<file path="config.mk">
export PLATFORM = sky130hd
export DESIGN_NAME = flit_classifier
export DESIGN_NICKNAME = d
export VERILOG_FILES = /design/src/rtl/flitcls_pkg.sv /design/src/rtl/fc_route.sv /design/src/rtl/fc_judge.sv /design/src/rtl/fc_hold.sv /design/src/rtl/flit_classifier.sv
export SDC_FILE = /design/constraint.sdc
export NUM_CORES = 1
export LEC_CHECK = 0
export BUFFER_PORTS_ARGS = -buffer_cell sky130_fd_sc_hd__buf_2
export CAP_MARGIN = 20
export CORE_AREA = 4 4 51 53
export CTS_CLUSTER_DIAMETER = 40
export DETAILED_ROUTE_END_ITERATION = 10
export DIE_AREA = 0 0 55 57
export PLACE_DENSITY = 0.78
export SLEW_MARGIN = 10
export SYNTH_ARGS = -nofsm -noshare
export SYNTH_HDL_FRONTEND = slang
export SYNTH_SLANG_ARGS = --single-unit
</file>
<file path="constraint.sdc">
create_clock -name clk -period 3.3 [get_ports clk]
set_input_delay 0.99 -clock clk [delete_from_list [all_inputs] [get_ports clk]]
set_output_delay 0.99 -clock clk [all_outputs]
set_load 0.1 [all_outputs]
</file>
<file path="src/rtl/flitcls_pkg.sv">
package flitcls_pkg;
    localparam int COORD_W = 4;
    localparam int PORT_W  = 3;

    typedef logic [COORD_W-1:0] coord_t;

    typedef enum logic [PORT_W-1:0] {
        PORT_LOCAL = 3'd0,
        PORT_NORTH = 3'd1,
        PORT_EAST  = 3'd2,
        PORT_SOUTH = 3'd3,
        PORT_WEST  = 3'd4
    } port_e;

    typedef struct packed {
        port_e port;
        logic  enq;
        logic  dead;
    } verdict_t;

    localparam verdict_t VERDICT_IDLE   = '{port: PORT_LOCAL, enq: 1'b0, dead: 1'b0};
    localparam verdict_t VERDICT_ORPHAN = '{port: PORT_LOCAL, enq: 1'b0, dead: 1'b1};

    // Dimension-ordered choice: resolve X before Y.
    function automatic port_e xy_pick(coord_t mx, coord_t my, coord_t dx, coord_t dy);
        if (dx > mx)      return PORT_EAST;
        else if (dx < mx) return PORT_WEST;
        else if (dy > my) return PORT_NORTH;
        else if (dy < my) return PORT_SOUTH;
        else              return PORT_LOCAL;
    endfunction

    // True when a hop in direction dir did not carry the flit away on its axis.
    function automatic logic hop_useful(logic [PORT_W-1:0] dir, coord_t mx, coord_t my,
                                        coord_t dx, coord_t dy);
        case (dir)
            PORT_EAST:  return dx >= mx;
            PORT_WEST:  return dx <= mx;
            PORT_NORTH: return dy >= my;
            PORT_SOUTH: return dy <= my;
            default:    return 1'b0;
        endcase
    endfunction
endpackage

</file>
<file path="src/rtl/fc_route.sv">
module fc_route
    import flitcls_pkg::*;
(
    input  coord_t my_x,
    input  coord_t my_y,
    input  coord_t dst_x,
    input  coord_t dst_y,
    output port_e  route,
    output logic   arrived
);
    always_comb begin
        route   = xy_pick(my_x, my_y, dst_x, dst_y);
        arrived = (dst_x == my_x) && (dst_y == my_y);
    end
endmodule

</file>
<file path="src/rtl/fc_judge.sv">
module fc_judge
    import flitcls_pkg::*;
(
    input  coord_t             my_x,
    input  coord_t             my_y,
    input  coord_t             dst_x,
    input  coord_t             dst_y,
    input  logic               eager,
    input  logic [PORT_W-1:0]  hop_dir,
    input  logic               adaptive,
    input  logic               pref_en,
    input  logic [PORT_W-1:0]  pref_out,
    input  port_e              route,
    input  logic               arrived,
    output verdict_t           verdict
);
    logic useful;
    logic is_dead;
    logic covered;

    always_comb begin
        useful  = hop_useful(hop_dir, my_x, my_y, dst_x, dst_y);
        is_dead = eager && !adaptive && !arrived && !useful;
        // The pre-wired output already carries the flit where XY wants it.
        covered = pref_en && (pref_out == route);
        verdict.port = route;
        verdict.dead = is_dead;
        verdict.enq  = !is_dead && !covered;
    end
endmodule

</file>
<file path="src/rtl/fc_hold.sv">
module fc_hold
    import flitcls_pkg::*;
(
    input  logic     clk,
    input  logic     rst,
    input  logic     in_valid,
    input  logic     in_head,
    input  logic     in_tail,
    input  verdict_t fresh,
    output logic     out_valid,
    output verdict_t out_verdict
);
    verdict_t held;
    verdict_t pick;

    always_comb pick = in_head ? fresh : held;

    always_ff @(posedge clk) begin
        if (rst) begin
            out_valid   <= 1'b0;
            out_verdict <= VERDICT_IDLE;
            held        <= VERDICT_ORPHAN;
        end else begin
            out_valid <= in_valid;
            if (in_valid) begin
                out_verdict <= pick;
                if (in_tail)      held <= VERDICT_ORPHAN;
                else if (in_head) held <= fresh;
            end
        end
    end
endmodule

</file>
<file path="src/rtl/flit_classifier.sv">
module flit_classifier
    import flitcls_pkg::*;
(
    input  logic                clk,
    input  logic                rst,
    input  logic [COORD_W-1:0]  my_x,
    input  logic [COORD_W-1:0]  my_y,
    input  logic                in_valid,
    input  logic                in_head,
    input  logic                in_tail,
    input  logic [COORD_W-1:0]  in_dst_x,
    input  logic [COORD_W-1:0]  in_dst_y,
    input  logic                in_eager,
    input  logic [PORT_W-1:0]   in_hop_dir,
    input  logic                in_adaptive,
    input  logic                pref_en,
    input  logic [PORT_W-1:0]   pref_out,
    output logic                out_valid,
    output logic [PORT_W-1:0]   out_port,
    output logic                out_enq,
    output logic                out_dead
);
    port_e    route;
    logic     arrived;
    verdict_t fresh;
    verdict_t held_out;
    logic     vld_q;

    fc_route u_route (
        .my_x    (my_x),
        .my_y    (my_y),
        .dst_x   (in_dst_x),
        .dst_y   (in_dst_y),
        .route   (route),
        .arrived (arrived)
    );

    fc_judge u_judge (
        .my_x     (my_x),
        .my_y     (my_y),
        .dst_x    (in_dst_x),
        .dst_y    (in_dst_y),
        .eager    (in_eager),
        .hop_dir  (in_hop_dir),
        .adaptive (in_adaptive),
        .pref_en  (pref_en),
        .pref_out (pref_out),
        .route    (route),
        .arrived  (arrived),
        .verdict  (fresh)
    );

    fc_hold u_hold (
        .clk         (clk),
        .rst         (rst),
        .in_valid    (in_valid),
        .in_head     (in_head),
        .in_tail     (in_tail),
        .fresh       (fresh),
        .out_valid   (vld_q),
        .out_verdict (held_out)
    );

    always_comb begin
        out_valid = vld_q;
        out_port  = vld_q ? held_out.port : PORT_LOCAL;
        out_enq   = vld_q && held_out.enq;
        out_dead  = vld_q && held_out.dead;
    end
endmodule

</file>
# After elaboration in Yosys (flattened, before gate mapping)
# Cells that the tools add are included.
dict set report totals {
  in_bits 30
  elab_cells 43
  ff_bits 11
  out_inout_bits 6
}
dict set report op_classes {
  reduce_logical 13
  mux 8
  magnitude_cmp 8
  eq_ne 7
}
# op count
set ops {}
lappend ops {{$mux W3} 4}
lappend ops {{$mux W5} 2}
lappend ops {{$eq A4 B4 Y1} 2}
lappend ops {{$ge A4 B4 Y1} 2}
lappend ops {{$gt A4 B4 Y1} 2}
lappend ops {{$le A4 B4 Y1} 2}
lappend ops {{$logic_and A1 B1 Y1} 8}
lappend ops {{$lt A4 B4 Y1} 2}
lappend ops {{$eq A3 B2 Y1 const B} 2}
lappend ops {{$logic_not A1 Y1} 5}
lappend ops {{$pmux W1 S4} 1}
lappend ops {{$eq A3 B1 Y1 const B} 1}
lappend ops {{$eq A3 B3 Y1} 1}
lappend ops {{$eq A3 B3 Y1 const B} 1}
lappend ops {{$mux W2} 1}

# Logic depth before layout (Yosys ltp)
dict set report logic_depth {
  word_depth 11
  depth_mapped 8
  ltp_nobuf 8
}

# Hierarchy
# From an unflattened synthesis, not the netlist that was laid out.
dict set report hier_totals {
  hier_cells 131
  area_unflattened_um2 1082.3
}
# module seq_area_each_um2 n_inst cells_each area_each_um2
set modules_own_cells {}
lappend modules_own_cells {fc_hold 220.2 1 46 473.0}
lappend modules_own_cells {fc_judge 0.0 1 47 360.3}
lappend modules_own_cells {fc_route 0.0 1 33 217.7}
lappend modules_own_cells {flit_classifier 0.0 1 5 31.3}

# Least setup slack after synthesis
# Ideal clock, no wire load.
dict set report synth_timing {
  kind {reg-to-output}
  startpoint {register u_hold.out_valid}
  endpoint {output out_dead}
  arrival_ns 1.835
  setup_slack_ns 0.475
  path_buffers 0
  required_ns 2.310
  path_stages_with_launch 2
  cell_sequence {dfxtp_1 > and2_1}
}
dict set report synth_between {
  elab_chain_cells 1
}
# item line_no
set synth_lines {}
lappend synth_lines {{start: declaration} fc_hold.sv:10} ;# output logic out_valid,
lappend synth_lines {{start signal: assignment} fc_hold.sv:24} ;# out_valid <= in_valid;
lappend synth_lines {{$logic_and A1 B1 Y1} flit_classifier.sv:68} ;# out_dead = vld_q && held_out.dead;
lappend synth_lines {{end: declaration} flit_classifier.sv:21} ;# output logic out_dead
# No other way between the ends.

# Worst setup path in the final report
dict set report layout_timing {
  startpoint {input my_y[3]}
  endpoint {register u_hold.held[1] (netlist name)}
}
dict set report layout_between {
  elab_chain_cells 11
  elab_cells_between_ends 22
  cone_classes {order compare (4); eq/ne (2); mux (7); reduce/logical (9)}
}
# item line_no
set layout_lines {}
lappend layout_lines {{start: declaration} flit_classifier.sv:7} ;# input logic [COORD_W-1:0] my_y,
lappend layout_lines {{$lt A4 B4 Y1} flitcls_pkg.sv:29} ;# else if (dy < my) return PORT_SOUTH;
lappend layout_lines {{$mux W2} flitcls_pkg.sv:29}
lappend layout_lines {{$mux W3} flitcls_pkg.sv:28} ;# else if (dy > my) return PORT_NORTH;
lappend layout_lines {{$mux W3} flitcls_pkg.sv:27} ;# else if (dx < mx) return PORT_WEST;
lappend layout_lines {{$mux W3} flitcls_pkg.sv:26} ;# if (dx > mx) return PORT_EAST;
lappend layout_lines {{$eq A3 B3 Y1} fc_judge.sv:25} ;# covered = pref_en && (pref_out == route);
lappend layout_lines {{$logic_and A1 B1 Y1} fc_judge.sv:25}
lappend layout_lines {{$logic_not A1 Y1} fc_judge.sv:28} ;# verdict.enq = !is_dead && !covered;
lappend layout_lines {{$logic_and A1 B1 Y1 *} fc_judge.sv:28}
lappend layout_lines {{$mux W5 *} fc_hold.sv:28} ;# else if (in_head) held <= fresh;
lappend layout_lines {{$mux W5 *} fc_hold.sv:27} ;# if (in_tail) held <= VERDICT_ORPHAN;
lappend layout_lines {{end signal: assignment} fc_hold.sv:28}
lappend layout_lines {{end: declaration} fc_hold.sv:13} ;# verdict_t held;
# Every way passes the cells marked *; elsewhere a longest branch is shown, timed or not.
# A chain may end at the register's enable or synchronous reset.

==> impl_metrics.env <==
export IMPL_synth_top_area_share_pct=22.5
export IMPL_gp_congestion=0.797
export IMPL_synthAdderAreaFrac_pct=10.2
export IMPL_hold_worst_slack_ns=0.482
export IMPL_ys_async_sr_fraction_pct=0
export IMPL_synth_area_um2=977
export IMPL_synth_nets=150
export IMPL_rsz0062_at_grt="no"
export IMPL_synthXorXnorAreaFrac_pct=0
export IMPL_syn_inst=112
export IMPL_fillers=216
export IMPL_dr_pass1_iters=2
export IMPL_grt_use_met3_pct=3.66
export IMPL_num_io_pins=36
export IMPL_cts_reportedPaths_clkPinSlew_ns=0.07
export IMPL_tightest_slew_ns=0.489
export IMPL_grt_first_pass_wirelength_um=3800
export IMPL_hold_buffers=0
export IMPL_cts_inserted_buffers=3
export IMPL_grt_pass1_vias=924
export IMPL_finalWirelength_um=2240
export IMPL_dieHeight_um=57
export IMPL_top_usage_layer="met2"
export IMPL_fin_crit_ns=2.63
export IMPL_hpwl_um=1850
export IMPL_numPlacedInstances=172
export IMPL_synthTopCellsByArea="dfxtp_1 (23%), ha_1 (10%), a211oi_1 (4.6%)"
export IMPL_antenna_left=0
export IMPL_slew_viol_final=0
export IMPL_power_density_nw_per_um2=310
export IMPL_core_um2=2150
export IMPL_cap_viol_max_count=0
export IMPL_crit_type="in -> reg"
export IMPL_leakagePower_nw=0.548
export IMPL_syn_area_per_cell_um2=8.72
export IMPL_nNetsFinal=187
export IMPL_vias=962
export IMPL_period_share_pct=79.7
export IMPL_relSlewSlack_pct=67.6
export IMPL_gr_total_overflow=0
export IMPL_die_x_um=55
export IMPL_avgViaCountPerCell=5.47
export IMPL_synth_distinct_cells=39
export IMPL_synth_compound_area_share_pct=29.2
export IMPL_synthMuxAreaShare_pct=3.07
export IMPL_clockBufferDepth=2
export IMPL_synth_seq_area_share_pct=22.5
export IMPL_cts_htree_levels=1
export IMPL_synth_edf_count=0
export IMPL_clkSinkCount=11
export IMPL_drive_above_1_share_pct=31.1
export IMPL_yosys_warnings=0
export IMPL_finalHoldViolCount=0
export IMPL_setup_viol=0
export IMPL_synth_top_family_by_area="compound AO/OA/AOI/OAI gates"
export IMPL_grtUsageTotal_pct=15.7
export IMPL_drt_iter0_drc=15
export IMPL_fmax_ghz=0.380
export IMPL_cts_root_buffer="clkbuf_4"
export IMPL_post_cts_setup_buffers=0
export IMPL_arrival_ns=2.80
export IMPL_grt_max_degree=14
export IMPL_synth_seq_cells=11
export IMPL_synthFlopType="dfxtp_1"
export IMPL_syn_to_final_growth_pct=20.2
export IMPL_yosys_area_share_simple_pct=27.1
export IMPL_grt_util_met1_pct=19.2
export IMPL_drc=0
export IMPL_status="finished clean"
export IMPL_finClkSkew_ns=0.000768
export IMPL_dieArea_um2=3140
export IMPL_antenna_cells=0
export IMPL_tns_ns=0
export IMPL_final_cells=176
export IMPL_post_cts_resized=0
export IMPL_cp_end_kind="flop"
export IMPL_rows=17
export IMPL_clk_latency_ns=0.27
export IMPL_cts_tree="yes"
export IMPL_start_kind="input port"
export IMPL_critPathMaxFanout=4
export IMPL_drt_wirelength_per_cell_um=12.7
export IMPL_peakVddDrop_mv=0.273
export IMPL_critPathRequiredTime_ns=3.46
export IMPL_hp_class="reg -> reg"
export IMPL_start_util_pct=45.5
export IMPL_synth_area_leader_cell="dfxtp_1"
export IMPL_grt_use_met2_pct=26.2
export IMPL_numPortBuffers=35
export IMPL_antenna_found_initial=0
## power by group
| group | internal, W | switching [W] |
|---|---|---|
| clock | 0.0000468 | 0.0000447 |
| combinational | 0.0000548 | 0.0000748 |
| sequential | 0.000140 | 0.00000354 |
## cell families after synthesis
kind of cell	Yosys count
simple gates	41
compound gates	36
flops	11
buf+inv	13
fa+ha+maj	8
mux	3
## area by class of cell
cell class                      instances  area [um2]  area share [%]
Multi-Input combinational cell         88         681            57.9
Sequential cell                        11         220            18.7
Timing Repair Buffer                   35         175            14.9
Inverter                               10        37.5            3.19
Tap cell                               28        35.0            2.98
Clock buffer                            4        26.3            2.24
## state kept, by name (all words and copies together), names as in the netlist
| signal | flops |
|---|---|
| u_hold.held | 5 |
| u_hold.out_verdict | 5 |
| u_hold.out_valid | 1 |
## worst paths after layout
path | startpoint | to | slack, ns | cells past startpoint
worst min-delay path | u_hold.held[2] | u_hold.held[2] | 0.48 | 2
worst max-delay path | my_y[3] | u_hold.held[1] | 0.67 | 9
worst min register to register | u_hold.held[2] | u_hold.held[2] | 0.48 | 2
worst max register to register | u_hold.held[1] | u_hold.out_verdict[1] | 2.35 | 2
## worst max-delay path, stage by stage
cell       delay, ns
buf_2           0.07
inv_1           0.03
ha_1            0.33
nand4_1         0.18
o21ba_1         0.24
a2111oi_0       0.40
a211oi_1        0.14
o21a_1          0.21
a32o_1          0.20
## stage by stage
| step | area [um2] | utilization (%) | setup slack (ns) | power, W |
|---|---|---|---|---|
| 4_1_cts | 1170 | 54.7 | 0.692 | 0.000368 |
| 6_report | 1170 | 54.7 | 0.669 | 0.000365 |
| 2_1_floorplan | 977 | - | 0.475 | 0.000243 |
| 5_1_grt | 1170 | 54.7 | 0.518 | 0.000391 |
| 3_3_place_gp | 1150 | 53.5 | 0.447 | 0.000270 |
| 3_5_place_dp | 1150 | 53.5 | 0.415 | 0.000276 |
## layer usage
layer	up-vias	share of wire (%)
li1	489	-
met1	447	42
met2	24	52
met3	2	5.1
met4	0	0.62
met5	-	0
## Yosys cell counts, drive strengths merged, types with 2 or more instances
master,n
a211oi,6
nand2b,5
o21ai,5
nand4,2
a32oi,2
nor2b,6
dfxtp,11
ha,8
mux2i,3
clkbuf,2
a21oi,6
nor2,9
and2,6
nand2,3
a21boi,2
inv,10
nor4b,2
o21a,3
nor3,2
## layout by cell type, fill, tap and decap left out, types with 2 or more instances in the layout
master / instances
nor2b_1: 4
nand4_1: 2
nand2_1: 3
nand2b_1: 5
dfxtp_1: 11
and2_1: 6
a21oi_1: 6
a21boi_0: 2
ha_1: 8
o21ai_0: 5
nor2b_4: 2
mux2i_1: 3
nor2_1: 9
clkbuf_4: 3
nor3_1: 2
inv_1: 10
a211oi_1: 6
o21a_1: 3
buf_2: 35
nor4b_1: 2
a32oi_1: 2
No activity file was read; power rests on OpenSTA's default activity.
